### src/rtl/idx_addr_pkg.sv
package idx_addr_pkg;
  localparam int ByteW = 8;
  localparam int WordW = 16;
  localparam int BankW = 4;
  localparam int LenW = 3;
  localparam logic [ByteW-1:0] PrefixCode = 8'h10;
  localparam logic [WordW-1:0] RegWindowTop = 16'h03FF;

  typedef enum logic [2:0] {
    StOpc, StBankNum, StRegSel, StOffLo, StOffHi, StDest
  } parseState_t;

  typedef struct packed {
    logic latchOpc;
    logic setOvr;
    logic dropOvr;
    logic takeReg;
    logic takeLo;
    logic takeHi;
    logic takeDest;
  } ctrlStrobe_t;
endpackage

### src/rtl/idx_addr_ctrl.sv
module idx_addr_ctrl
  import idx_addr_pkg::*;
(
  input  logic             clk,
  input  logic             rst,
  input  logic [ByteW-1:0] inByte,
  input  logic             inValid,
  input  logic             isIndexed,
  output logic             inReady,
  output ctrlStrobe_t      strobe
);
  parseState_t state, stateNext;
  logic longQ;
  logic accept;

  assign inReady = !rst;
  assign accept = inValid && inReady;

  always_comb begin
    stateNext = state;
    strobe = '0;
    if (accept) begin
      unique case (state)
        StOpc: begin
          if (inByte == PrefixCode) begin
            stateNext = StBankNum;
          end else if (isIndexed) begin
            strobe.latchOpc = 1'b1;
            stateNext = StRegSel;
          end else begin
            strobe.dropOvr = 1'b1;
          end
        end
        StBankNum: begin
          strobe.setOvr = 1'b1;
          stateNext = StOpc;
        end
        StRegSel: begin
          strobe.takeReg = 1'b1;
          stateNext = StOffLo;
        end
        StOffLo: begin
          strobe.takeLo = 1'b1;
          stateNext = longQ ? StOffHi : StDest;
        end
        StOffHi: begin
          strobe.takeHi = 1'b1;
          stateNext = StDest;
        end
        StDest: begin
          strobe.takeDest = 1'b1;
          strobe.dropOvr = 1'b1;
          stateNext = StOpc;
        end
        default: stateNext = StOpc;
      endcase
    end
  end

  always_ff @(posedge clk) begin
    if (rst) begin
      state <= StOpc;
      longQ <= 1'b0;
    end else begin
      state <= stateNext;
      if (strobe.takeReg) longQ <= inByte[0];
    end
  end
endmodule

### src/rtl/idx_addr_dp.sv
module idx_addr_dp
  import idx_addr_pkg::*;
(
  input  logic             clk,
  input  logic             rst,
  input  logic [ByteW-1:0] inByte,
  input  logic [BankW-1:0] defaultBank,
  input  ctrlStrobe_t      strobe,
  output logic [ByteW-1:0] rfAddr,
  input  logic [WordW-1:0] rfData,
  output logic             outValid,
  output logic [WordW-1:0] outAddr,
  output logic [BankW-1:0] outBank,
  output logic             outBankValid,
  output logic [ByteW-1:0] outDestReg,
  output logic [LenW-1:0]  outLen,
  output logic             outLong
);
  localparam int ExtW = WordW - ByteW;

  logic [ByteW-1:0] idxRegQ;
  logic             longQ;
  logic [ByteW-1:0] offLoQ, offHiQ;
  logic [BankW-1:0] defBankQ, ovrBankQ;
  logic             ovrQ;
  logic [WordW-1:0] offExt, idxVal, sum;
  logic [BankW-1:0] bankUse;

  assign rfAddr = idxRegQ;

  always_comb begin
    if (longQ) offExt = {offHiQ, offLoQ};
    else       offExt = {{ExtW{offLoQ[ByteW-1]}}, offLoQ};
    idxVal  = (idxRegQ == '0) ? '0 : rfData;
    sum     = idxVal + offExt;
    bankUse = ovrQ ? ovrBankQ : defBankQ;
  end

  always_ff @(posedge clk) begin
    if (rst) begin
      idxRegQ  <= '0;
      longQ    <= 1'b0;
      offLoQ   <= '0;
      offHiQ   <= '0;
      defBankQ <= '0;
      ovrBankQ <= '0;
      ovrQ     <= 1'b0;
    end else begin
      if (strobe.latchOpc) defBankQ <= defaultBank;
      if (strobe.setOvr) begin
        ovrQ     <= 1'b1;
        ovrBankQ <= inByte[BankW-1:0];
      end else if (strobe.dropOvr) begin
        ovrQ <= 1'b0;
      end
      if (strobe.takeReg) begin
        idxRegQ <= {inByte[ByteW-1:1], 1'b0};
        longQ   <= inByte[0];
      end
      if (strobe.takeLo) offLoQ <= inByte;
      if (strobe.takeHi) offHiQ <= inByte;
    end
  end

  always_ff @(posedge clk) begin
    if (rst) begin
      outValid     <= 1'b0;
      outAddr      <= '0;
      outBank      <= '0;
      outBankValid <= 1'b0;
      outDestReg   <= '0;
      outLen       <= '0;
      outLong      <= 1'b0;
    end else begin
      outValid <= strobe.takeDest;
      if (strobe.takeDest) begin
        outAddr      <= sum;
        outBankValid <= (sum > RegWindowTop);
        outBank      <= (sum > RegWindowTop) ? bankUse : '0;
        outDestReg   <= inByte;
        outLen       <= longQ ? LenW'(5) : LenW'(4);
        outLong      <= longQ;
      end
    end
  end
endmodule

### src/rtl/idx_addr_gen.sv
module idx_addr_gen
  import idx_addr_pkg::*;
(
  input  logic        clk,
  input  logic        rst,
  input  logic [7:0]  inByte,
  input  logic        inValid,
  output logic        inReady,
  input  logic        isIndexed,
  input  logic [3:0]  defaultBank,
  output logic [7:0]  rfAddr,
  input  logic [15:0] rfData,
  output logic        outValid,
  output logic [15:0] outAddr,
  output logic [3:0]  outBank,
  output logic        outBankValid,
  output logic [7:0]  outDestReg,
  output logic [2:0]  outLen,
  output logic        outLong
);
  ctrlStrobe_t strobe;

  idx_addr_ctrl uCtrl (
    .clk(clk), .rst(rst), .inByte(inByte), .inValid(inValid),
    .isIndexed(isIndexed), .inReady(inReady), .strobe(strobe)
  );

  idx_addr_dp uDp (
    .clk(clk), .rst(rst), .inByte(inByte), .defaultBank(defaultBank),
    .strobe(strobe), .rfAddr(rfAddr), .rfData(rfData),
    .outValid(outValid), .outAddr(outAddr), .outBank(outBank),
    .outBankValid(outBankValid), .outDestReg(outDestReg),
    .outLen(outLen), .outLong(outLong)
  );
endmodule

### config.mk
export PLATFORM = sky130hd
export DESIGN_NAME = idx_addr_gen
export DESIGN_NICKNAME = d
export VERILOG_FILES = /design/src/rtl/idx_addr_pkg.sv /design/src/rtl/idx_addr_ctrl.sv /design/src/rtl/idx_addr_dp.sv /design/src/rtl/idx_addr_gen.sv
export SDC_FILE = /design/constraint.sdc
export NUM_CORES = 1
export LEC_CHECK = 0
export CAP_MARGIN = 20
export CORE_MARGIN = 2
export CORE_UTILIZATION = 35
export CTS_BUF_LIST = sky130_fd_sc_hd__clkbuf_8
export CTS_CLUSTER_SIZE = 25
export DETAILED_ROUTE_END_ITERATION = 6
export GPL_TIMING_DRIVEN = 0
export SYNTH_ARGS = -nofsm -noshare
export SYNTH_HDL_FRONTEND = slang
export SYNTH_SLANG_ARGS = --single-unit
### constraint.sdc
create_clock -name clk -period 7.1 [get_ports clk]
set_clock_uncertainty 0.15 [all_clocks]
set_input_delay 1.065 -clock clk [delete_from_list [all_inputs] [get_ports clk]]
set_output_delay 1.065 -clock clk [all_outputs]
set_load 0.01 [all_outputs]
==> impl_metrics.json, run 1 <==
{
  "hold_class": "reg2reg",
  "wirelength_um": 9677,
  "critPathLaunchType": "primary input",
  "die_h_um": 103.7,
  "finalWorstSetupSlack_ns": 2.773,
  "tightest_slew_ns": 0.6643,
  "final_cell_area_mm2": 0.004533,
  "cts_sinks": 68,
  "fmax_mhz": 231.1,
  "synth_edf_count": 0,
  "clk_latency_ns": 0.34,
  "start_util": 0.3589,
  "grt_usage": 0.1801,
  "finalPower_mw": 0.7876,
  "min_period_ns": 4.327,
  "run_status": "complete, no violations",
  "synth_ff_type": "dfxtp_1",
  "vias_per_cell": 4.984,
  "ant_nets": 0,
  "vias": 3414,
  "drive_gt1_frac": 0.04529,
  "clockBufferDepth": 2,
  "grt_pass1_wl_um": 15660,
  "syn_inst": 464,
  "place.gp.congestion": 0.8323,
  "grt_max_degree": 13,
  "grt_pass1_vias": 3201,
  "ff2ff_setup_slack_ns": 2.85,
  "worstSetupEndpointType": "flip-flop",
  "powerDensity_mw_per_mm2": 173.7,
  "numPortBuffers": 71,
  "layout.cells.most_common": "nand2_1",
  "drv_slew": 0,
  "dr.pass1.iters": 4,
  "avgSynthCellArea_um2": 7.491,
  "syn_area_mm2": 0.003476,
  "final_cells": 685,
  "synthArstFlopShare": 0,
  "post_cts_resized": 0,
  "postCtsSetupBuffers": 0,
  "drc_errors": 0,
  "antenna_found_initial": 0,
  "critical_path_class": "in2reg",
  "cp_slowest_stage_delay_ns": 0.66,
  "drtIter0Drc": 126,
  "crit_path_top_delay_cell": "or4_4",
  "crit_chain": "clkdlybuf4s50_1, and2_1, ha_1, inv_1, fa_1, nand2b_2, a21oi_1, o21ai_0, a31oi_1, o311ai_0, or4_4, a32o_1",
  "hold_violations": 0,
  "dp_cells": 669,
  "r2r-end": "uDp.outBank[3]$_SDFFE_PP0P_",
  "synth-seq-cells": 68,
  "power_leakage_nw": 1.783,
  "slew_headroom": 0.5515,
  "fin_nets": 595,
  "clockRootBuffer": "clkbuf_8",
  "postPlaceCellArea_mm2": 0.004357,
  "synth_seq_area_share": 0.3916,
  "dp_hpwl_um": 7326,
  "core_area_mm2": 0.009684,
  "rows": 36,
  "ys_warn_count": 0,
  "syn2layout_area_growth_pct": 30.42,
  "crit_fanout": 5,
  "die_area_mm2": 0.01074,
  "layout_common_cells": "130 x nand2_1, 71 x clkdlybuf4s50_1, 68 x dfxtp_1",
  "setup_violations": 0,
  "ys_types": 47,
  "finalSetupTns_ns": 0,
  "ir_drop_uv": 133.7,
  "die-width_um": 103.7,
  "arrival_ns": 4.42,
  "overflow": 0,
  "hold_slack_ns": 0.3005,
  "critPathCapture": "uDp.outBank[3]$_SDFFE_PP0P_",
  "drv_cap": 0,
  "insertedDiodeCount": 0,
  "final_util": 0.4681,
  "rsz0062_at_grt": "no",
  "htreeDepth": 3,
  "cts_buffers": 9,
  "r2r_cells": 14,
  "pin_count": 75,
  "wl_per_cell_um": 14.13,
  "crit_required_ns": 7.19,
  "r2r_start": "uDp.rfAddr[1]$_SDFFE_PP0P_",
  "path_clk_slew_ns": 0.07,
  "hp-start": "uDp.outAddr[8]$_SDFFE_PP0P_",
  "period_share": 0.6095,
  "cts_hold_buf": 0,
  "cts_tree": "built",
  "dp_slack_ns": 2.391,
  "cp-startpoint": "rfData[0]"
}
## flip-flops by register name (all words and copies together) (netlist names), 2 cells and up
signal          cells
uDp.outBank         4
uDp.outDestReg      8
uDp.offLoQ          8
uDp.outAddr        16
uDp.offHiQ          8
uCtrl.state         3
uDp.ovrBankQ        4
uDp.defBankQ        4
uDp.rfAddr          7
uDp.outLen          2
## area by class of cell
type	instances	area, um^2
inverters	13	48.80
multi-input cells	359	1964
clock buffers	10	137.6
plain buffers	25	105.1
flip-flops and latches	68	1361
well taps	133	166.4
clock inverters	6	38.79
fillers	994	5151
repair buffers	71	710.7
## cells by family (layout without fill, tap and decap cells)
kind of cell,after synthesis,after routing,synth area share
adder cells (fa/ha/maj),16,16,0.05976
multiplexers,9,9,0.02736
buffers and inverters,38,125,0.04428
flip-flops,68,68,0.3916
XOR/XNOR,8,8,0.02016
other,1,2,0.001079
AND/OR/NAND/NOR,213,213,0.2689
AO/OA/AOI/OAI,111,111,0.1868
## worst min-delay path by stage
stage / to / slack (ns) / depth (start not counted)
finish: uDp.outAddr[8]$_SDFFE_PP0P_ / 0.30 / 2
global route: uDp.outAddr[11]$_SDFFE_PP0P_ / 0.32 / 2
CTS: uDp.outAddr[5]$_SDFFE_PP0P_ / 0.30 / 2
detailed placement: uDp.outAddr[8]$_SDFFE_PP0P_ / 0.29 / 2
global placement: uDp.outLen[2]$_SDFFE_PP0P_ / 0.29 / 1
floorplan: uDp.defBankQ[0]$_SDFFE_PP0P_ / 0.28 / 2
## per-layer routing
| metal | vias up | global-route usage | part of all wire |
|---|---|---|---|
| li1 | 1736 | - | - |
| met1 | 1596 | 0.2352 | 0.48 |
| met2 | 72 | 0.3051 | 0.47 |
| met3 | 10 | 0.03398 | 0.038 |
| met4 | 0 | 0.04923 | 0.012 |
| met5 | - | 0 | 0 |
## synth_stat cells, drive strengths merged, types with 2 or more instances
library cell    n  area (um^2)
o31ai           2        15.01
nor2           25        93.84
a32o            4        40.04
nor4            2        12.51
nor2b           5        31.28
a31oi           2        12.51
nand2b          6        40.04
a211oi          7        52.55
clkbuf         21        78.83
or4             2        18.77
nand3          13        65.06
a21o            4        30.03
or3             2        12.51
mux2            4        45.04
mux2i           5        50.05
xor2            2        17.52
and2           14        87.58
nor3            7        35.03
dfxtp          68         1361
and3            3        18.77
ha             15        187.7
nand2         130        488.0
a21oi          43        215.2
buf             4        26.27
o21ai          38        190.2
inv            13        48.80
o211ai          2        15.01
xnor2           6        52.55
## power breakdown
part / total, mW / internal (mW) / switching [mW]
combinational: 0.112 / 0.0491 / 0.0625
clock: 0.288 / 0.135 / 0.152
sequential: 0.388 / 0.385 / 0.00306
## worst max-delay path, delay by kind of cell
kind                       cells  cell delay, ns
AOI/OAI and AO/OA              5            1.28
adders and majority gates      2            0.56
buffers and inverters          2            0.53
and+or+nand+nor                3            0.98
(Power assumes the default switching activity.)
==> run 2, diff against run 1 <==
- clock period: 7.1 -> 4.4 ns (I/O delays scaled with it)
==> run 2 against run 1 <==
  * Setup slack lost 2.4 ns
  * First-iteration DRC count grew 10%
  * Non-clock buffer count shrank 1
  * Flip-flop and latch count is the same
  * Global-route usage is the same
  * Critical path depth grew 1
  * Register-to-register slack lost 2.5 ns
  * Cell count shrank 0.15%
  * Worst hold slack is essentially flat
  * Utilization is essentially flat
  * Sequential power grew 61%
  * Critical path type is now reg2reg
  * Largest cell class unchanged
==> impl_metrics.json, run 2 (synthesis gave the netlist of run 1 again) <==
{
  "crit_chain": "nor3_1, nand2_1, and2_1, ha_1, inv_1, fa_1, nand2b_2, a21oi_1, o21ai_0, a31oi_1, o311ai_0, or4_4, a32o_1",
  "drv_cap": 0,
  "min_period_ns": 4.017,
  "layout.cells.most_common": "nand2_1",
  "dp_slack_ns": 0.09640,
  "numPortBuffers": 71,
  "die-width_um": 103.7,
  "ff2ff_setup_slack_ns": 0.38,
  "grt_max_degree": 13,
  "fin_nets": 594,
  "arrival_ns": 4.10,
  "grt_usage": 0.1801,
  "cts_buffers": 9,
  "pin_count": 75,
  "crit_required_ns": 4.49,
  "clockRootBuffer": "clkbuf_8",
  "clockBufferDepth": 2,
  "largest_reg_flops": 16,
  "hold_slack_ns": 0.3007,
  "crit_path_top_delay_cell": "or4_4",
  "clk_latency_ns": 0.34,
  "hp-start": "uDp.outAddr[8]$_SDFFE_PP0P_",
  "slew_headroom": 0.5525,
  "period_share": 0.9130,
  "cts_tree": "built",
  "final_cell_area_mm2": 0.004529,
  "wirelength_um": 9601,
  "overflow": 0,
  "fmax_mhz": 248.9,
  "insertedDiodeCount": 0,
  "layout_common_cells": "130 x nand2_1, 71 x clkdlybuf4s50_1, 68 x dfxtp_1",
  "dp_hpwl_um": 7326,
  "worstHoldPathCells": 2,
  "place.gp.congestion": 0.8323,
  "syn2layout_area_growth_pct": 30.31,
  "worstSetupEndpointType": "flip-flop",
  "start_util": 0.3589,
  "critical_path_class": "reg2reg",
  "rows": 36,
  "vias_per_cell": 4.985,
  "crit_fanout": 16,
  "drc_errors": 0,
  "htreeDepth": 3,
  "cp_slowest_stage_delay_ns": 0.65,
  "ir_drop_uv": 215.0,
  "postCtsSetupBuffers": 0,
  "core_area_mm2": 0.009684,
  "wl_per_cell_um": 14.04,
  "drtIter0Drc": 139,
  "r2r-end": "uDp.outBank[3]$_SDFFE_PP0P_",
  "cts_sinks": 68,
  "fillers": 994,
  "postPlaceCellArea_mm2": 0.004357,
  "min_to": "uDp.outAddr[8]$_SDFFE_PP0P_",
  "r2r_start": "uDp.rfAddr[1]$_SDFFE_PP0P_",
  "die_area_mm2": 0.01074,
  "vias": 3410,
  "critPathLaunchType": "flip-flop",
  "powerDensity_mw_per_mm2": 280.1,
  "cts_hold_buf": 0,
  "cp-startpoint": "uDp.rfAddr[1]$_SDFFE_PP0P_",
  "power_leakage_nw": 1.782,
  "post_cts_resized": 0,
  "ant_nets": 0,
  "tightest_slew_ns": 0.6628,
  "run_status": "complete, no violations",
  "drive_gt1_frac": 0.04537,
  "finalWorstSetupSlack_ns": 0.3827,
  "die_h_um": 103.7,
  "rsz0062_at_grt": "no",
  "grt_pass1_vias": 3201,
  "antenna_found_initial": 0,
  "top_register": "uDp.outAddr",
  "dr.pass1.iters": 4,
  "path_clk_slew_ns": 0.07,
  "hold_violations": 0,
  "drv_slew": 0,
  "grt_pass1_wl_um": 15660,
  "finalSetupTns_ns": 0,
  "final_util": 0.4677,
  "r2r_cells": 13,
  "hold_class": "reg2reg",
  "setup_violations": 0
}
==> run 2: final cells by class <==
cell class / count / area, um^2 / share of cell area
multi-input cells: 359 / 1964 / 0.4337
inverters: 13 / 48.80 / 0.01077
repair buffers: 71 / 710.7 / 0.1569
well taps: 133 / 166.4 / 0.03674
clock inverters: 6 / 38.79 / 0.008564
plain buffers: 24 / 101.3 / 0.02238
clock buffers: 10 / 137.6 / 0.03039
flip-flops and latches: 68 / 1361 / 0.3006
==> run 2: report_power, final <==
part / internal [mW] / switching (mW)
registers: 0.622 / 0.00480
clock network: 0.219 / 0.246
logic: 0.0785 / 0.0992
total: 0.919 / 0.350
==> run 2: critical path: cells and delay by family (launching register included) <==
| family | cells | cell delay, ns |
|---|---|---|
| adder cells (fa/ha/maj) | 2 | 0.57 |
| AO/OA/AOI/OAI | 5 | 1.26 |
| AND/OR/NAND/NOR | 5 | 1.48 |
| flip-flops | 1 | 0.37 |
| buffers and inverters | 1 | 0.07 |
==> run 2: how the worst max path moves through the flow <==
stage	cells after the start	end	slack (ns)
after floorplan	14	uDp.outBank[0]$_SDFFE_PP0P_	0.88
after global placement	12	uDp.outBank[3]$_SDFFE_PP0P_	0.17
after detailed placement	12	uDp.outBank[3]$_SDFFE_PP0P_	0.1
after CTS	14	uDp.outBank[3]$_SDFFE_PP0P_	0.12
after global routing	13	uDp.outBank[1]$_SDFFE_PP0P_	0.04
final	13	uDp.outBank[3]$_SDFFE_PP0P_	0.38
==> run 2: stage by stage <==
stage,power (mW),std cells
after floorplan,0.7443,465
after global placement,0.8170,669
after detailed placement,0.8188,669
after CTS,1.283,685
after global routing,1.326,684
final,1.269,684
==> run 2: layer usage <==
metal  GRT usage  vias up  wire length, um
met2      0.3051       77             4498
met1      0.2352     1591             4603
met4     0.04923        0               86
met5           0        -                0
li1            -     1734                -
met3     0.03398        8              412
